===== src/rtl/fca_pkg.sv =====
package fca_pkg;

  typedef enum logic [1:0] {
    FR_HUNT  = 2'd0,
    FR_CHECK = 2'd1,
    FR_LOCK  = 2'd2
  } frame_st_t;

  // a message header is 01 or 10
  function automatic logic hdr_ok(input logic [1:0] h);
    return h[1] ^ h[0];
  endfunction

endpackage


===== src/rtl/fca_pardet.sv =====
module fca_pardet #(
  parameter int PAR_WORDS = 4,
  parameter logic [2*PAR_WORDS-1:0] PATTERN = 8'b00_11_11_00
) (
  input  logic       clk,
  input  logic       rst_n,
  input  logic       step,
  input  logic [1:0] hdr,
  output logic       match
);
  localparam int HIST_W = 2 * (PAR_WORDS - 1);
  localparam int WIN_W  = 2 * PAR_WORDS;

  logic [HIST_W-1:0]    hist;
  logic [WIN_W-1:0]     window;
  logic [PAR_WORDS-1:0] slot_eq;

  // oldest header in the most significant slot
  assign window = {hist, hdr};

  for (genvar s = 0; s < PAR_WORDS; s++) begin : g_slot
    assign slot_eq[s] = (window[2*s +: 2] == PATTERN[2*s +: 2]);
  end

  assign match = &slot_eq;

  always_ff @(posedge clk or negedge rst_n) begin
    if (!rst_n)    hist <= '0;
    else if (step) hist <= window[HIST_W-1:0];
  end
endmodule


===== src/rtl/fca_framer.sv =====
module fca_framer
  import fca_pkg::*;
#(
  parameter int CW_WORDS   = 31,
  parameter int MSG_WORDS  = 27,
  parameter int LOCK_HITS  = 3,
  parameter int LOSS_LIMIT = 4,
  parameter int IDX_W      = 5
) (
  input  logic             clk,
  input  logic             rst_n,
  input  logic             step,
  input  logic [1:0]       hdr,
  input  logic             par_match,
  output logic [IDX_W-1:0] pos,
  output logic             is_msg,
  output logic             emit,
  output logic             locked
);
  localparam int HIT_W  = $clog2(LOCK_HITS + 1);
  localparam int LOSS_W = $clog2(LOSS_LIMIT + 1);
  localparam logic [HIT_W-1:0]  HIT_LAST  = HIT_W'(LOCK_HITS - 1);
  localparam logic [LOSS_W-1:0] LOSS_LAST = LOSS_W'(LOSS_LIMIT - 1);
  localparam logic [IDX_W-1:0]  POS_LAST  = IDX_W'(CW_WORDS - 1);
  localparam logic [IDX_W-1:0]  MSG_END   = IDX_W'(MSG_WORDS);

  frame_st_t          st;
  logic [HIT_W-1:0]   hits;
  logic [LOSS_W-1:0]  loss;
  logic               cw_bad;
  logic               in_msg;
  logic               at_end;

  assign in_msg = (pos < MSG_END);
  assign at_end = (pos == POS_LAST);
  assign is_msg = (st == FR_HUNT) ? hdr_ok(hdr) : in_msg;
  assign emit   = (st == FR_LOCK) && in_msg;
  assign locked = (st == FR_LOCK);

  always_ff @(posedge clk or negedge rst_n) begin
    if (!rst_n) begin
      st     <= FR_HUNT;
      pos    <= '0;
      hits   <= '0;
      loss   <= '0;
      cw_bad <= 1'b0;
    end else if (step) begin
      unique case (st)
        FR_HUNT: begin
          if (par_match) begin
            st   <= FR_CHECK;
            hits <= HIT_W'(1);
            pos  <= '0;
          end
        end
        FR_CHECK: begin
          if (at_end) begin
            pos <= '0;
            if (!par_match) begin
              st <= FR_HUNT;
            end else if (hits == HIT_LAST) begin
              st     <= FR_LOCK;
              loss   <= '0;
              cw_bad <= 1'b0;
            end else begin
              hits <= hits + 1'b1;
            end
          end else begin
            pos <= pos + 1'b1;
          end
        end
        FR_LOCK: begin
          if (at_end) begin
            pos    <= '0;
            cw_bad <= 1'b0;
            if (cw_bad || !par_match) begin
              if (loss == LOSS_LAST) begin
                st   <= FR_HUNT;
                loss <= '0;
              end else begin
                loss <= loss + 1'b1;
              end
            end else begin
              loss <= '0;
            end
          end else begin
            pos <= pos + 1'b1;
            if (in_msg && !hdr_ok(hdr)) cw_bad <= 1'b1;
          end
        end
        default: st <= FR_HUNT;
      endcase
    end
  end
endmodule


===== src/rtl/fca_descrambler.sv =====
module fca_descrambler #(
  parameter int DATA_W = 64,
  parameter int TAP_A  = 39,
  parameter int TAP_B  = 58
) (
  input  logic              clk,
  input  logic              rst_n,
  input  logic              advance,
  input  logic [DATA_W-1:0] din,
  output logic [DATA_W-1:0] dout
);
  localparam int EXT_W = DATA_W + TAP_B;

  // hist[TAP_B-1] is the most recent received bit
  logic [TAP_B-1:0] hist;
  logic [EXT_W-1:0] ext;

  assign ext = {din, hist};

  for (genvar i = 0; i < DATA_W; i++) begin : g_bit
    assign dout[i] = din[i] ^ ext[i + TAP_B - TAP_A] ^ ext[i];
  end

  always_ff @(posedge clk or negedge rst_n) begin
    if (!rst_n)       hist <= '0;
    else if (advance) hist <= ext[EXT_W-1:DATA_W];
  end
endmodule


===== src/rtl/fca_aligner.sv =====
module fca_aligner
  import fca_pkg::*;
#(
  parameter int DATA_W     = 64,
  parameter int CW_WORDS   = 31,
  parameter int PAR_WORDS  = 4,
  parameter logic [2*PAR_WORDS-1:0] PAR_PATTERN = 8'b00_11_11_00,
  parameter int LOCK_HITS  = 3,
  parameter int LOSS_LIMIT = 4,
  parameter int TAP_A      = 39,
  parameter int TAP_B      = 58,
  localparam int MSG_WORDS = CW_WORDS - PAR_WORDS,
  localparam int IDX_W     = $clog2(CW_WORDS)
) (
  input  logic              clk,
  input  logic              rst_n,
  input  logic              in_valid,
  output logic              in_ready,
  input  logic [1:0]        in_hdr,
  input  logic [DATA_W-1:0] in_data,
  output logic              o_valid,
  input  logic              o_ready,
  output logic [1:0]        o_hdr,
  output logic [DATA_W-1:0] o_data,
  output logic [IDX_W-1:0]  o_idx,
  output logic              o_herr,
  output logic              o_locked
);
  logic              beat;
  logic              par_match;
  logic [IDX_W-1:0]  pos;
  logic              is_msg;
  logic              emit;
  logic [DATA_W-1:0] plain;

  assign in_ready = !o_valid || o_ready;
  assign beat     = in_valid && in_ready;

  fca_pardet #(
    .PAR_WORDS (PAR_WORDS),
    .PATTERN   (PAR_PATTERN)
  ) u_pardet (
    .clk   (clk),
    .rst_n (rst_n),
    .step  (beat),
    .hdr   (in_hdr),
    .match (par_match)
  );

  fca_framer #(
    .CW_WORDS   (CW_WORDS),
    .MSG_WORDS  (MSG_WORDS),
    .LOCK_HITS  (LOCK_HITS),
    .LOSS_LIMIT (LOSS_LIMIT),
    .IDX_W      (IDX_W)
  ) u_framer (
    .clk       (clk),
    .rst_n     (rst_n),
    .step      (beat),
    .hdr       (in_hdr),
    .par_match (par_match),
    .pos       (pos),
    .is_msg    (is_msg),
    .emit      (emit),
    .locked    (o_locked)
  );

  fca_descrambler #(
    .DATA_W (DATA_W),
    .TAP_A  (TAP_A),
    .TAP_B  (TAP_B)
  ) u_descr (
    .clk     (clk),
    .rst_n   (rst_n),
    .advance (beat && is_msg),
    .din     (in_data),
    .dout    (plain)
  );

  always_ff @(posedge clk or negedge rst_n) begin
    if (!rst_n) begin
      o_valid <= 1'b0;
      o_hdr   <= '0;
      o_data  <= '0;
      o_idx   <= '0;
      o_herr  <= 1'b0;
    end else if (beat && emit) begin
      o_valid <= 1'b1;
      o_hdr   <= in_hdr;
      o_data  <= plain;
      o_idx   <= pos;
      o_herr  <= !hdr_ok(in_hdr);
    end else if (o_ready) begin
      o_valid <= 1'b0;
    end
  end
endmodule


===== config.mk =====
export PLATFORM = sky130hd
export DESIGN_NAME = fca_aligner
export DESIGN_NICKNAME = d
export VERILOG_FILES = /design/src/rtl/fca_pkg.sv /design/src/rtl/fca_pardet.sv /design/src/rtl/fca_framer.sv /design/src/rtl/fca_descrambler.sv /design/src/rtl/fca_aligner.sv
export SDC_FILE = /design/constraint.sdc
export NUM_CORES = 1
export LEC_CHECK = 0
export ABC_AREA = 1
export BUFFER_PORTS_ARGS = -buffer_cell sky130_fd_sc_hd__buf_2
export CORE_ASPECT_RATIO = 0.9
export CORE_MARGIN = 8
export CORE_UTILIZATION = 45
export DETAILED_ROUTE_END_ITERATION = 8
export GPL_TIMING_DRIVEN = 0
export PLACE_DENSITY_LB_ADDON = 0.3
export RECOVER_POWER = 50
export SYNTH_ARGS = -nofsm -noshare
export SYNTH_HDL_FRONTEND = slang
export SYNTH_SLANG_ARGS = --single-unit

===== constraint.sdc =====
create_clock -name clk -period 1.6 [get_ports clk]
set_clock_uncertainty 0.15 [all_clocks]
set_input_delay 0.24 -clock clk [delete_from_list [all_inputs] [get_ports clk]]
set_output_delay 0.24 -clock clk [all_outputs]
set_load 0.01 [all_outputs]

==> out/qor.log <==
[placed_design] placed cell area 0.00826 mm²
[grt] grt met3 use 0.0626
[final_layout] Layout Utilization 0.653
[synth] sequential-to-total area share from yosys stat 0.519
[pwr] net load switching power 4.60 mW
[grt] pin count of the biggest net entering global routing 83
[synth] post-synth design cell area 0.00723 mm²
[route] average wire length per cell after detail routing 18.9 µm
[grt] met1 track demand over resource 0.308
[grt] total overflow reported by the global router 0
[status] violations in the final reports setup timing
[grt] Global Route met2 Usage 0.340
[critical_path] critical path fanouts, max 10
[final_layout] nets 1113
[timing] f_max 565 MHz
[final_layout] commonest cells after routing, fill and taps aside sky130_fd_sc_hd__dfrtp_1, sky130_fd_sc_hd__buf_2, sky130_fd_sc_hd__nand2_1, sky130_fd_sc_hd__inv_1, sky130_fd_sc_hd__xor2_1
[critical_path] reg-to-reg critical path endpoint o_data[13]
[grt] number of global-route vias before repair 6239
[route] total wire length after detailed routing 23700 µm
[timing] hold slack final 0.0749 ns
[pwr] Logic pwr share 0.314
[pwr] maximum VDD drop 0.00100 V
[synth] mean area per synthesized cell 9.24 µm²
[placed_design] routability cong. 0.872
[critical_path] WP data arrival 1.95 ns
[timing] unrepaired setup endpoints after global routing yes
[synth] cell count after synthesis 782
[timing] fin worst setup slack -0.170 ns
[route] DRT iter0 DRCs 557
[critical_path] critical path startpoint category flip-flop
[critical_path] Worst path top cell family by delay flip-flops
[critical_path] worst flop-to-flop path startpoint u_framer.st[0]
[timing] total negative setup slack -9.19 ns
[critical_path] critical path type reg -> reg
[pwr] Sw Share 0.352
[synth] area leader, netlist sky130_fd_sc_hd__dfrtp_1
[route] Detailed Routing Iterations Pass 1 5
[critical_path] highest-delay cell along the critical path sky130_fd_sc_hd__dfrtp_1
[grt] number of antenna violations at the first check in global routing 0
[route] DRC violations left 0
[timing] final worst path period need 1.77 ns
[final_layout] Post-Layout Cell Count 1255
[min_path] end point of the most critical hold path o_data[62]
[critical_path] slowest cell delay on critical path 0.43 ns
[clock_network] cts bufs inserted 17
[placed_design] total of buffers placed on input and output ports 144
[floorplanning] placeable core region 0.0159 mm²
[grt] first-pass GRT wire length 34800 µm
[min_path] kind of path behind the tightest hold check in -> reg
[route] post-DR vias/cell 5.08
[critical_path] Worst R2R Path Depth 5
[critical_path] category of the worst setup path capture point flip-flop
[placed_design] estimated wirelength of the detail-placed design 15600 µm
[min_path] Hold Crit Depth 3
[clock_network] cell chosen for the clock root sky130_fd_sc_hd__clkbuf_16
[synth] Post-Synthesis Net Count 860
[clock_network] clock tree from TritonCTS done
[synth] share of the synthesized area in the top cell type 0.519
[floorplanning] DIE WIDTH 150 µm
[timing] final period utilization 1.11
[floorplanning] die area 0.0204 mm²
[timing] final setup vio count 141
[route] number of vias after detailed routing 6370
[pwr] power density over cell area 1260 mW/mm²
[flow_run] max-cap viol count 0
[final_layout] most frequent standard cell in the layout excluding fill and tap cells sky130_fd_sc_hd__dfrtp_1
[pwr] internal power contribution 8.49 mW
[floorplanning] die extent in y 136 µm
[clock_network] total clock sinks 150
[timing] Max transition margin 0.532
[synth] number of synthesized register bits 150
[grt] overall routing resource usage 0.228
[clock_network] Clock transition at path regs 0.06 ns
[clock_network] largest buffer count on any clock path 2
[clock_network] clock insertion delay at the later pin of the skew report 0.43 ns
[critical_path] sum of buffers and inverters on the critical path 2
[synth] Synth Warn # 0
[pwr] clock power share 0.290
[final_layout] share of layout cells above drive strength 1 0.330
[critical_path] cells along the critical path inv_2 > ha_4 > nand3_2 > clkbuf_4 > o21ai_0
[pwr] sequential group share of total power 0.396
[timing] Final Hold Viols 0
[timing] slew of the pin with the lowest slew margin 0.701 ns
[critical_path] r2r setup slk -0.17 ns
[floorplanning] site row count 44
[pwr] cell leakage power 5.27 nW
[final_layout] Antenna Cells 0
[synth] top cells by area, synth sky130_fd_sc_hd__dfrtp_1, sky130_fd_sc_hd__nand2_1, sky130_fd_sc_hd__xor2_1
[final_layout] Synth-to-Final Area Change 43.7%
[final_layout] post-route standard cell area excluding fillers 0.0104 mm²
[placed_design] number of placed instances with taps included 1134
[clock_network] H-tree depth reported by CTS 4
[timing] max-slew violation total from the final report 0
[floorplanning] effective utilization at floorplan 0.454
[route] Antenna Nets Post-Route 0
[floorplanning] I/O pin cnt 145
[status] result of the run finished with violations
[min_path] Hold Crit Start in_data[4]
[synth] number of unique standard cell types used by synthesis 24
[critical_path] required time reported for the critical path endpoint 1.78 ns
[grt] gr busiest metal met2
-- cell usage after synthesis, drive strengths merged --
cell	instances
a21oi	4
buf	20
clkbuf	8
dfrtp	150
ha	8
inv	90
nand2	184
nand3	17
nand4	4
nor2	20
nor3	1
o21ai	145
or2	1
xnor2	64
xor2	66
-- repair_timing --
action | CTS | global route
endpoints found under the setup margin | 144 | 143
gates cloned | 4 | 5
resized for setup | 96 | 140
pin swaps | 6 | 11
hold buffers | 61 | 1
endpoints found under the hold margin | 140 | 1
setup buffers | 12 | 8
-- how the worst max path moves through the flow --
stage / start / end / slack [ns] / cells past startpoint
floorplan: u_framer.st[1] / u_framer.loss[0] / -0.005 / 9
global placement: rst_n / o_data[1] / -2.18 / 1
detailed placement: u_framer.pos[1] / o_data[63] / -0.27 / 6
CTS: u_framer.pos[1] / u_descr.hist[54] / -0.08 / 9
global route: u_framer.st[1] / u_framer.st[1] / -0.19 / 10
finish: u_framer.st[0] / o_data[13] / -0.17 / 5
-- power groups by stage --
stage	Clock, mW	Sequential (mW)	Combinational (mW)
2_1_floorplan	0	4.99	2.13
3_3_place_gp	0	5.10	2.99
3_5_place_dp	0	5.11	3.06
4_1_cts	3.84	5.08	3.58
5_1_grt	3.99	5.25	4.45
6_report	3.80	5.18	4.11
-- sequential cells by signal (all words and copies together), names as in the netlist --
signal	cells
o_data	64
o_hdr	2
o_herr	1
o_idx	5
o_valid	1
u_descr.hist	58
u_framer.cw_bad	1
u_framer.hits	2
u_framer.loss	3
u_framer.pos	5
u_framer.st	2
u_pardet.hist	6
-- cells by family (layout without fill, tap and decap cells) --
| group | after synthesis | after routing | share of synthesized area |
|---|---|---|---|
| xor+xnor | 130 | 130 | 0.158 |
| simple gates | 227 | 228 | 0.128 |
| flops | 150 | 150 | 0.519 |
| buf+inv | 118 | 383 | 0.0711 |
| compound gates | 149 | 149 | 0.110 |
| fa+ha+maj | 8 | 8 | 0.0138 |
-- metrics by stage --
| stage | setup slack (ns) | power [mW] |
|---|---|---|
| final | -0.170 | 13.1 |
| after global routing | -0.190 | 13.7 |
| after CTS | -0.0834 | 12.5 |
| after detailed placement | -0.273 | 8.17 |
| after global placement | -2.18 | 8.10 |
| after floorplan | -0.00492 | 7.12 |
-- area by class of cell --
cell class / instances / area, µm²
tap: 207 / 259
fill: 1159 / 5520
timing repair buffer: 233 / 1750
buffer: 28 / 387
multi-input combinational: 515 / 3350
clock buffer: 19 / 443
inverter: 90 / 340
sequential: 150 / 3750
clock inverter: 13 / 108
-- per-layer routing --
metal / up-vias / part of all wire
met1: 3055 / 0.43
met5: - / 0
met2: 293 / 0.46
met3: 55 / 0.083
li1: 2967 / -
met4: 0 / 0.029
-- worst min-delay path, delay by kind of cell --
family | cells | cell delay (ns)
buffers and inverters | 1 | 0.15
AOI/OAI and AO/OA | 1 | 0.13
xor gates and xnor gates | 1 | 0.09
Note: power is estimated with default switching activity, not from simulation.
